File: src/rtl/mmt_pkg.sv
package mmt_pkg;

  localparam int CNT_W  = 16;
  localparam int BYTE_W = 8;
  localparam int ADDR_W = 2;

  localparam logic [ADDR_W-1:0] RA_LO   = 2'd0;
  localparam logic [ADDR_W-1:0] RA_HI   = 2'd1;
  localparam logic [ADDR_W-1:0] RA_MODE = 2'd2;
  localparam logic [ADDR_W-1:0] RA_STAT = 2'd3;

  typedef enum logic [2:0] {
    MD_OFF      = 3'd0,
    MD_EVT      = 3'd1,
    MD_PWIDTH   = 3'd2,
    MD_RETRIG   = 3'd3,
    MD_OS_INT   = 3'd4,
    MD_FR_INT   = 3'd5,
    MD_OS_PULSE = 3'd6,
    MD_FR_PULSE = 3'd7
  } mode_t;

  function automatic logic is_oneshot(mode_t m);
    return (m == MD_RETRIG) || (m == MD_OS_INT) || (m == MD_OS_PULSE);
  endfunction

  function automatic logic is_pulse(mode_t m);
    return (m == MD_OS_PULSE) || (m == MD_FR_PULSE);
  endfunction

  function automatic logic reduced_ok(mode_t m);
    return (m == MD_EVT) || (m == MD_PWIDTH) || (m == MD_FR_INT) ||
           (m == MD_FR_PULSE) || (m == MD_OFF);
  endfunction

endpackage

File: src/rtl/mmt_prescale.sv
module mmt_prescale #(
  parameter int DIV = 4
) (
  input  logic clk,
  input  logic rst_n,
  input  logic restart,
  output logic tick
);

  generate
    if (DIV <= 1) begin : g_bypass
      assign tick = ~restart;
    end else begin : g_div
      localparam int PW = $clog2(DIV);
      localparam logic [PW-1:0] LAST = PW'(DIV - 1);

      logic [PW-1:0] cnt_q;
      logic [PW-1:0] cnt_d;
      logic          at_end;

      assign at_end = (cnt_q == LAST);

      always_comb begin
        cnt_d = cnt_q;
        if (restart)     cnt_d = '0;
        else if (at_end) cnt_d = '0;
        else             cnt_d = cnt_q + 1'b1;
      end

      always_ff @(posedge clk or negedge rst_n) begin
        if (!rst_n) cnt_q <= '0;
        else        cnt_q <= cnt_d;
      end

      assign tick = at_end & ~restart;

      AST_TICK_GAP: assert property (@(posedge clk) disable iff (!rst_n)
        tick |=> !tick);
    end
  endgenerate

endmodule

File: src/rtl/mmt_pin_sync.sv
module mmt_pin_sync #(
  parameter int STAGES = 2
) (
  input  logic clk,
  input  logic rst_n,
  input  logic pin_raw,
  output logic pin_lvl,
  output logic pin_fall
);

  localparam int CW = STAGES + 1;

  logic [CW-1:0] chain_q;
  logic [CW-1:0] chain_d;

  always_comb begin
    chain_d = {chain_q[CW-2:0], pin_raw};
  end

  always_ff @(posedge clk or negedge rst_n) begin
    if (!rst_n) chain_q <= '1;
    else        chain_q <= chain_d;
  end

  assign pin_lvl  = chain_q[STAGES-1];
  assign pin_fall = chain_q[STAGES] & ~chain_q[STAGES-1];

  AST_FALL_ONE: assert property (@(posedge clk) disable iff (!rst_n)
    pin_fall |=> !pin_fall);

endmodule

File: src/rtl/mmt_count_core.sv
module mmt_count_core
  import mmt_pkg::*;
(
  input  logic             clk,
  input  logic             rst_n,
  input  mode_t            mode,
  input  logic             load,
  input  logic [CNT_W-1:0] load_val,
  input  logic [CNT_W-1:0] reload,
  input  logic             tick,
  input  logic             pin_lvl,
  input  logic             pin_fall,
  output logic [CNT_W-1:0] count,
  output logic             running,
  output logic             uf
);

  logic [CNT_W-1:0] cnt_q, cnt_d;
  logic             run_q, run_d;
  logic             step_src;
  logic             step;
  logic             retrig;

  always_comb begin
    unique case (mode)
      MD_OFF:    step_src = 1'b0;
      MD_EVT:    step_src = pin_fall;
      MD_PWIDTH: step_src = tick & ~pin_lvl;
      default:   step_src = tick;
    endcase
  end

  assign step   = step_src & run_q;
  assign uf     = step & (cnt_q == '0);
  assign retrig = (mode == MD_RETRIG) & run_q & pin_fall;

  always_comb begin
    cnt_d = cnt_q;
    run_d = run_q;
    if (load) begin
      cnt_d = load_val;
      run_d = 1'b1;
    end else if (retrig) begin
      cnt_d = reload;
    end else if (uf) begin
      if (is_oneshot(mode)) run_d = 1'b0;
      else                  cnt_d = reload;
    end else if (step) begin
      cnt_d = cnt_q - 1'b1;
    end
  end

  always_ff @(posedge clk or negedge rst_n) begin
    if (!rst_n) begin
      cnt_q <= '0;
      run_q <= 1'b0;
    end else begin
      cnt_q <= cnt_d;
      run_q <= run_d;
    end
  end

  assign count   = cnt_q;
  assign running = run_q;

  AST_LOAD_TAKES: assert property (@(posedge clk) disable iff (!rst_n)
    load |=> (count == $past(load_val)) && running);
  AST_FREE_RELOAD: assert property (@(posedge clk) disable iff (!rst_n)
    (uf && !is_oneshot(mode) && !load && !retrig) |=> count == $past(reload));
  AST_OS_STOP: assert property (@(posedge clk) disable iff (!rst_n)
    (uf && is_oneshot(mode) && !load && !retrig) |=> (!running && count == '0));
  AST_RETRIG_RELOAD: assert property (@(posedge clk) disable iff (!rst_n)
    (retrig && !load) |=> count == $past(reload));
  AST_OFF_HOLD: assert property (@(posedge clk) disable iff (!rst_n)
    (mode == MD_OFF && !load) |=> count == $past(count));
  AST_EVT_QUIET: assert property (@(posedge clk) disable iff (!rst_n)
    (mode == MD_EVT && !pin_fall && !load) |=> count == $past(count));
  AST_PW_GATE: assert property (@(posedge clk) disable iff (!rst_n)
    (mode == MD_PWIDTH && pin_lvl && !load) |=> count == $past(count));

endmodule

File: src/rtl/mm_timer16.sv
module mm_timer16
  import mmt_pkg::*;
#(
  parameter int PRESC_DIV   = 4,
  parameter int SYNC_STAGES = 2,
  parameter bit FULL_MODES  = 1'b1
) (
  input  logic              clk,
  input  logic              rst_n,
  input  logic              bus_sel,
  input  logic              bus_wr,
  input  logic [ADDR_W-1:0] bus_addr,
  input  logic [BYTE_W-1:0] bus_wdata,
  output logic [BYTE_W-1:0] bus_rdata,
  input  logic              tmr_pin_in,
  output logic              tmr_pin_out,
  output logic              tmr_pin_oe,
  output logic              irq
);

  localparam int MODE_W = $bits(mode_t);
  localparam int PAD_W  = BYTE_W - MODE_W;

  // reset: asynchronous assert, synchronous release
  logic [1:0] rst_sync_q;
  logic       rst_i_n;

  always_ff @(posedge clk or negedge rst_n) begin
    if (!rst_n) rst_sync_q <= 2'b00;
    else        rst_sync_q <= {rst_sync_q[0], 1'b1};
  end
  assign rst_i_n = rst_sync_q[1];

  // register decode
  logic wr_lo, wr_hi, wr_mode, rd_lo;
  assign wr_lo   = bus_sel &  bus_wr & (bus_addr == RA_LO);
  assign wr_hi   = bus_sel &  bus_wr & (bus_addr == RA_HI);
  assign wr_mode = bus_sel &  bus_wr & (bus_addr == RA_MODE);
  assign rd_lo   = bus_sel & ~bus_wr & (bus_addr == RA_LO);

  logic [BYTE_W-1:0] lat_lo_q, lat_lo_d;
  logic [BYTE_W-1:0] lat_hi_q, lat_hi_d;
  logic [BYTE_W-1:0] snap_q,   snap_d;
  mode_t             mode_q,   mode_d;
  logic              flag_q,   flag_d;
  logic              pout_q,   pout_d;

  mode_t             mode_eff;
  logic [CNT_W-1:0]  count;
  logic              running;
  logic              uf;
  logic              tick;
  logic              pin_lvl, pin_fall;

  generate
    if (FULL_MODES) begin : g_full
      assign mode_eff = mode_q;
    end else begin : g_reduced
      assign mode_eff = reduced_ok(mode_q) ? mode_q : MD_OFF;
    end
  endgenerate

  mmt_prescale #(.DIV(PRESC_DIV)) u_pre (
    .clk     (clk),
    .rst_n   (rst_i_n),
    .restart (wr_hi),
    .tick    (tick)
  );

  mmt_pin_sync #(.STAGES(SYNC_STAGES)) u_sync (
    .clk      (clk),
    .rst_n    (rst_i_n),
    .pin_raw  (tmr_pin_in),
    .pin_lvl  (pin_lvl),
    .pin_fall (pin_fall)
  );

  mmt_count_core u_core (
    .clk      (clk),
    .rst_n    (rst_i_n),
    .mode     (mode_eff),
    .load     (wr_hi),
    .load_val ({bus_wdata, lat_lo_q}),
    .reload   ({lat_hi_q, lat_lo_q}),
    .tick     (tick),
    .pin_lvl  (pin_lvl),
    .pin_fall (pin_fall),
    .count    (count),
    .running  (running),
    .uf       (uf)
  );

  always_comb begin
    lat_lo_d = wr_lo   ? bus_wdata : lat_lo_q;
    lat_hi_d = wr_hi   ? bus_wdata : lat_hi_q;
    mode_d   = wr_mode ? mode_t'(bus_wdata[MODE_W-1:0]) : mode_q;
    snap_d   = rd_lo   ? count[CNT_W-1:BYTE_W] : snap_q;

    flag_d = flag_q;
    if (wr_hi)   flag_d = 1'b0;
    else if (uf) flag_d = 1'b1;

    pout_d = pout_q;
    if (wr_hi)                        pout_d = 1'b0;
    else if (uf && is_pulse(mode_eff)) pout_d = ~pout_q;
  end

  always_ff @(posedge clk or negedge rst_i_n) begin
    if (!rst_i_n) begin
      lat_lo_q <= '0;
      lat_hi_q <= '0;
      snap_q   <= '0;
      mode_q   <= MD_OFF;
      flag_q   <= 1'b0;
      pout_q   <= 1'b0;
    end else begin
      lat_lo_q <= lat_lo_d;
      lat_hi_q <= lat_hi_d;
      snap_q   <= snap_d;
      mode_q   <= mode_d;
      flag_q   <= flag_d;
      pout_q   <= pout_d;
    end
  end

  always_comb begin
    unique case (bus_addr)
      RA_LO:   bus_rdata = count[BYTE_W-1:0];
      RA_HI:   bus_rdata = snap_q;
      RA_MODE: bus_rdata = {{PAD_W{1'b0}}, mode_q};
      default: bus_rdata = {{(BYTE_W-1){1'b0}}, flag_q};
    endcase
  end

  assign irq         = flag_q;
  assign tmr_pin_out = pout_q;
  assign tmr_pin_oe  = is_pulse(mode_eff);

  AST_FLAG_CLEAR: assert property (@(posedge clk) disable iff (!rst_i_n)
    wr_hi |=> !irq);
  AST_IRQ_ON_UF: assert property (@(posedge clk) disable iff (!rst_i_n)
    (uf && !wr_hi) |=> irq);
  AST_PULSE_TOGGLE: assert property (@(posedge clk) disable iff (!rst_i_n)
    (uf && is_pulse(mode_eff) && !wr_hi) |=> tmr_pin_out != $past(tmr_pin_out));
  AST_SNAP_COHERENT: assert property (@(posedge clk) disable iff (!rst_i_n)
    rd_lo |=> snap_q == $past(count[CNT_W-1:BYTE_W]));
  AST_REDUCED_OFF: assert property (@(posedge clk) disable iff (!rst_i_n)
    (!FULL_MODES && is_oneshot(mode_q)) |-> !running || mode_eff == MD_OFF);

endmodule

File: config.mk
export PLATFORM = sky130hd
export DESIGN_NAME = mm_timer16
export DESIGN_NICKNAME = d
export VERILOG_FILES = /design/src/rtl/mmt_pkg.sv /design/src/rtl/mmt_prescale.sv /design/src/rtl/mmt_pin_sync.sv /design/src/rtl/mmt_count_core.sv /design/src/rtl/mm_timer16.sv
export SDC_FILE = /design/constraint.sdc
export NUM_CORES = 1
export LEC_CHECK = 0
export ABC_AREA = 1
export BUFFER_PORTS_ARGS = -buffer_cell sky130_fd_sc_hd__buf_4
export CORE_MARGIN = 2
export CORE_UTILIZATION = 53
export DETAILED_ROUTE_END_ITERATION = 12
export PLACE_DENSITY_LB_ADDON = 0.12
export SKIP_CTS_REPAIR_TIMING = 1
export SLEW_MARGIN = 20
export SYNTH_ARGS = -nofsm -noshare
export SYNTH_HDL_FRONTEND = slang
export SYNTH_HIERARCHICAL = 1
export SYNTH_SLANG_ARGS = --single-unit
File: constraint.sdc
create_clock -name clk -period 2 [get_ports clk]
set_input_delay 0.1 -clock clk [delete_from_list [all_inputs] [get_ports clk]]
set_output_delay 0.1 -clock clk [all_outputs]
set_load 0.05 [all_outputs]
==> results_dict.tcl <==
set metrics [dict create \
    status "finished, final reports clean" \
    finalMaxSlewViolations 0 \
    ys_seq_area_frac 0.411 \
    setup_viol 0 \
    synth_edf_count 0 \
    cp_slowest_cell "dfrtp_1" \
    route.antenna.remaining_nets 0 \
    place.gp.congestion 0.968 \
    slowest_delay_ns 0.40 \
    antenna_found_initial 0 \
    timing.fmax_mhz 537 \
    cts.path.max_buffers 2 \
    reg2reg_setup_slack_ns 0.14 \
    critPathRequiredTime_ns 2.20 \
    fin_util 0.650 \
    clk_latency_ns 0.31 \
    r2r_cells 10 \
    ios 26 \
    syn_area_um2 3240 \
    crit_family "simple AND/OR/NAND/NOR gates" \
    ys_async_sr_fraction 1.00 \
    period_minus_slack_ns 1.86 \
    insertedDiodeCount 0 \
    port_buffers 25 \
    crit_path_end_kind "flip-flop" \
    cp_max_fo 8 \
    rsz0062_at_grt "no" \
    maxCapViolCount 0 \
    cp.arrival_ns 2.07 \
    hold_slack_ns 0.00235 \
    relSlewSlack 0.612 \
    final.fill_count 547 \
    fin_total_pwr_mw 5.01 \
    cp_cell_sequence "nor2_1 -> nand3_1 -> nor2_1 -> nand2_1 -> nor2_4 -> nand3_4 -> nand2_4 -> nor2_1 -> nand2_1 -> nand2_1" \
    fin_area_um2 3850 \
    post_dp_cell_area_um2 3600 \
    htreeDepth 2 \
    grt_pass1_vias 2755 \
    syn_avg_cell_area_um2 6.93 \
    viasPerCell 5.33 \
    drtIter0Drc 298 \
    vias 3143 \
    fin_ws_ns 0.138 \
    synthCells 467 \
    skew_ns 0.00400 \
    post-route-period-util 0.931 \
    start_util 0.546 \
    dp_cells 576 \
    grt_overflow 0 \
    remaining_drc_errors 0 \
    cts_tree "done" \
    cp_num_cells 10 \
    pre_cts_slack_ns 0.0999 \
    die_height_um 82.1 \
    numCtsBuffers 5 \
    leakagePower_nw 2.14 \
    path_buf_inv 0 \
    area.growth.synth_to_final_pct 18.9 \
    layout_commonest_cell "nand2_1" \
    ir_worst_vdd_mv 0.546 \
    ys_types 28 \
    synth_seq_cells 53 \
    drive_gt1_frac 0.194 \
    critPathKind "reg -> reg" \
    hold_path.class "in -> reg" \
    grt_start_max_net_pins 33 \
    groute.usage.overall 0.267 \
    regToRegEndpoint "u_core/count[3]$_DFFE_PN0P_" \
    rows 28 \
    core-area_um2 5920 \
    ys_warn_count 6 \
    tightest_slew_ns 0.582 \
    clock-sinks 53 \
    die_w_um 82.1 \
    totalWireLength_mm 8.73 \
    hold_viol 0 \
    hold_start "bus_wdata[6]" \
    dieArea_um2 6750 \
    crit_end "u_core/count[3]$_DFFE_PN0P_" \
    nNetsFinal 531 \
    final_cells 590 \
    final_cell_mix "nand2_1, nand3_1, nor2_1" \
    first_pass_iters 5 \
    synth_top_flop_cell "dfrtp_1" \
    wire_per_inst_um 14.8 \
    dpl.hpwl_mm 6.21 \
    setup.worst_path.start_class "flip-flop" \
    power_density_nw_per_um2 1300 \
    grt_pass1_wl_mm 13.6 \
    startpoint "u_core/count[14]$_DFFE_PN0P_" \
    syn_nets 484 \
    setup_tns_ns 0 \
    root_buffer "clkbuf_8" \
    r2r-start "u_core/count[14]$_DFFE_PN0P_" \
    path_clk_slew_ns 0.09 \
]
cell type report:
type                       instances  area (um^2)  share of cell area
clock buffer                       7         86.3              0.0224
clock inverter                     1         30.0             0.00780
inverter                          37          139              0.0361
multi-input combinational        368         1780               0.463
sequential                        53         1330               0.346
tap                               75         93.8              0.0244
timing repair buffer              49          385               0.100
per-layer routing:
layer  share of wire  track usage  up-vias  wire (um)
met1            0.44        0.388     1447       3850
met5               0            0        -          0
met4           0.010       0.0633        0         88
met2            0.47        0.420      140       4140
li1                -            -     1546          -
met3           0.074       0.0435       10        646
synth_stat cells (3+ instances only):
library cell	instances	area [um^2]
buf_4	5	37.5
buf_6	3	33.8
nand3_1	70	350
nor2_4	8	90.1
nor2_2	5	31.3
nand4_1	3	18.8
nand2_4	3	33.8
nor2_1	57	214
dfstp_2	3	78.8
nand2_2	3	18.8
nand2_1	197	739
inv_1	28	105
dfrtp_1	50	1250
inv_2	7	26.3
buf_2	3	15.0
xor2_1	6	52.6
tightest hold or removal path: cells and delay by family:
kind / cells / cell delay, ns
buffers and inverters: 1 / 0.09
and+or+nand+nor: 2 / 0.10
worst min-delay path by stage:
stage	to	slack (ns)	depth (start not counted)
global placement	rst_sync_q[0]$_DFF_PN0_	-0.12	1
detailed placement	rst_sync_q[0]$_DFF_PN0_	-0.12	1
finish	lat_hi_q[6]$_DFFE_PN0P_	0.002	3
floorplan	rst_sync_q[0]$_DFF_PN0_	-0.20	0
CTS	rst_sync_q[1]$_DFF_PN0_	-0.45	1
global route	lat_hi_q[7]$_DFFE_PN0P_	0.006	3
flip-flops by register name, summed over array words and instances (netlist names):
| name | count |
|---|---|
| lat_hi_q | 8 |
| mode_eff | 3 |
| rst_sync_q | 2 |
| irq | 1 |
| u_pre/g_div.cnt_q | 2 |
| u_core/running | 1 |
| tmr_pin_out | 1 |
| lat_lo_q | 8 |
| u_sync/chain_q | 3 |
| u_core/count | 16 |
| snap_q | 8 |
logic make-up after synthesis:
family | synth area share
simple gates | 0.480
flops | 0.411
buf+inv | 0.0719
xor+xnor | 0.0189
compound gates | 0.00889
fa+ha+maj | 0.00773
other cells | 0.00116
where the power goes:
group,leakage (nW),switching (mW),internal [mW]
logic,1.42,1.64,0.940
clock network,0.0585,0.346,0.408
registers,0.662,0.292,1.39
total,2.14,2.27,2.74
Note: power is estimated with default switching activity, not from simulation.
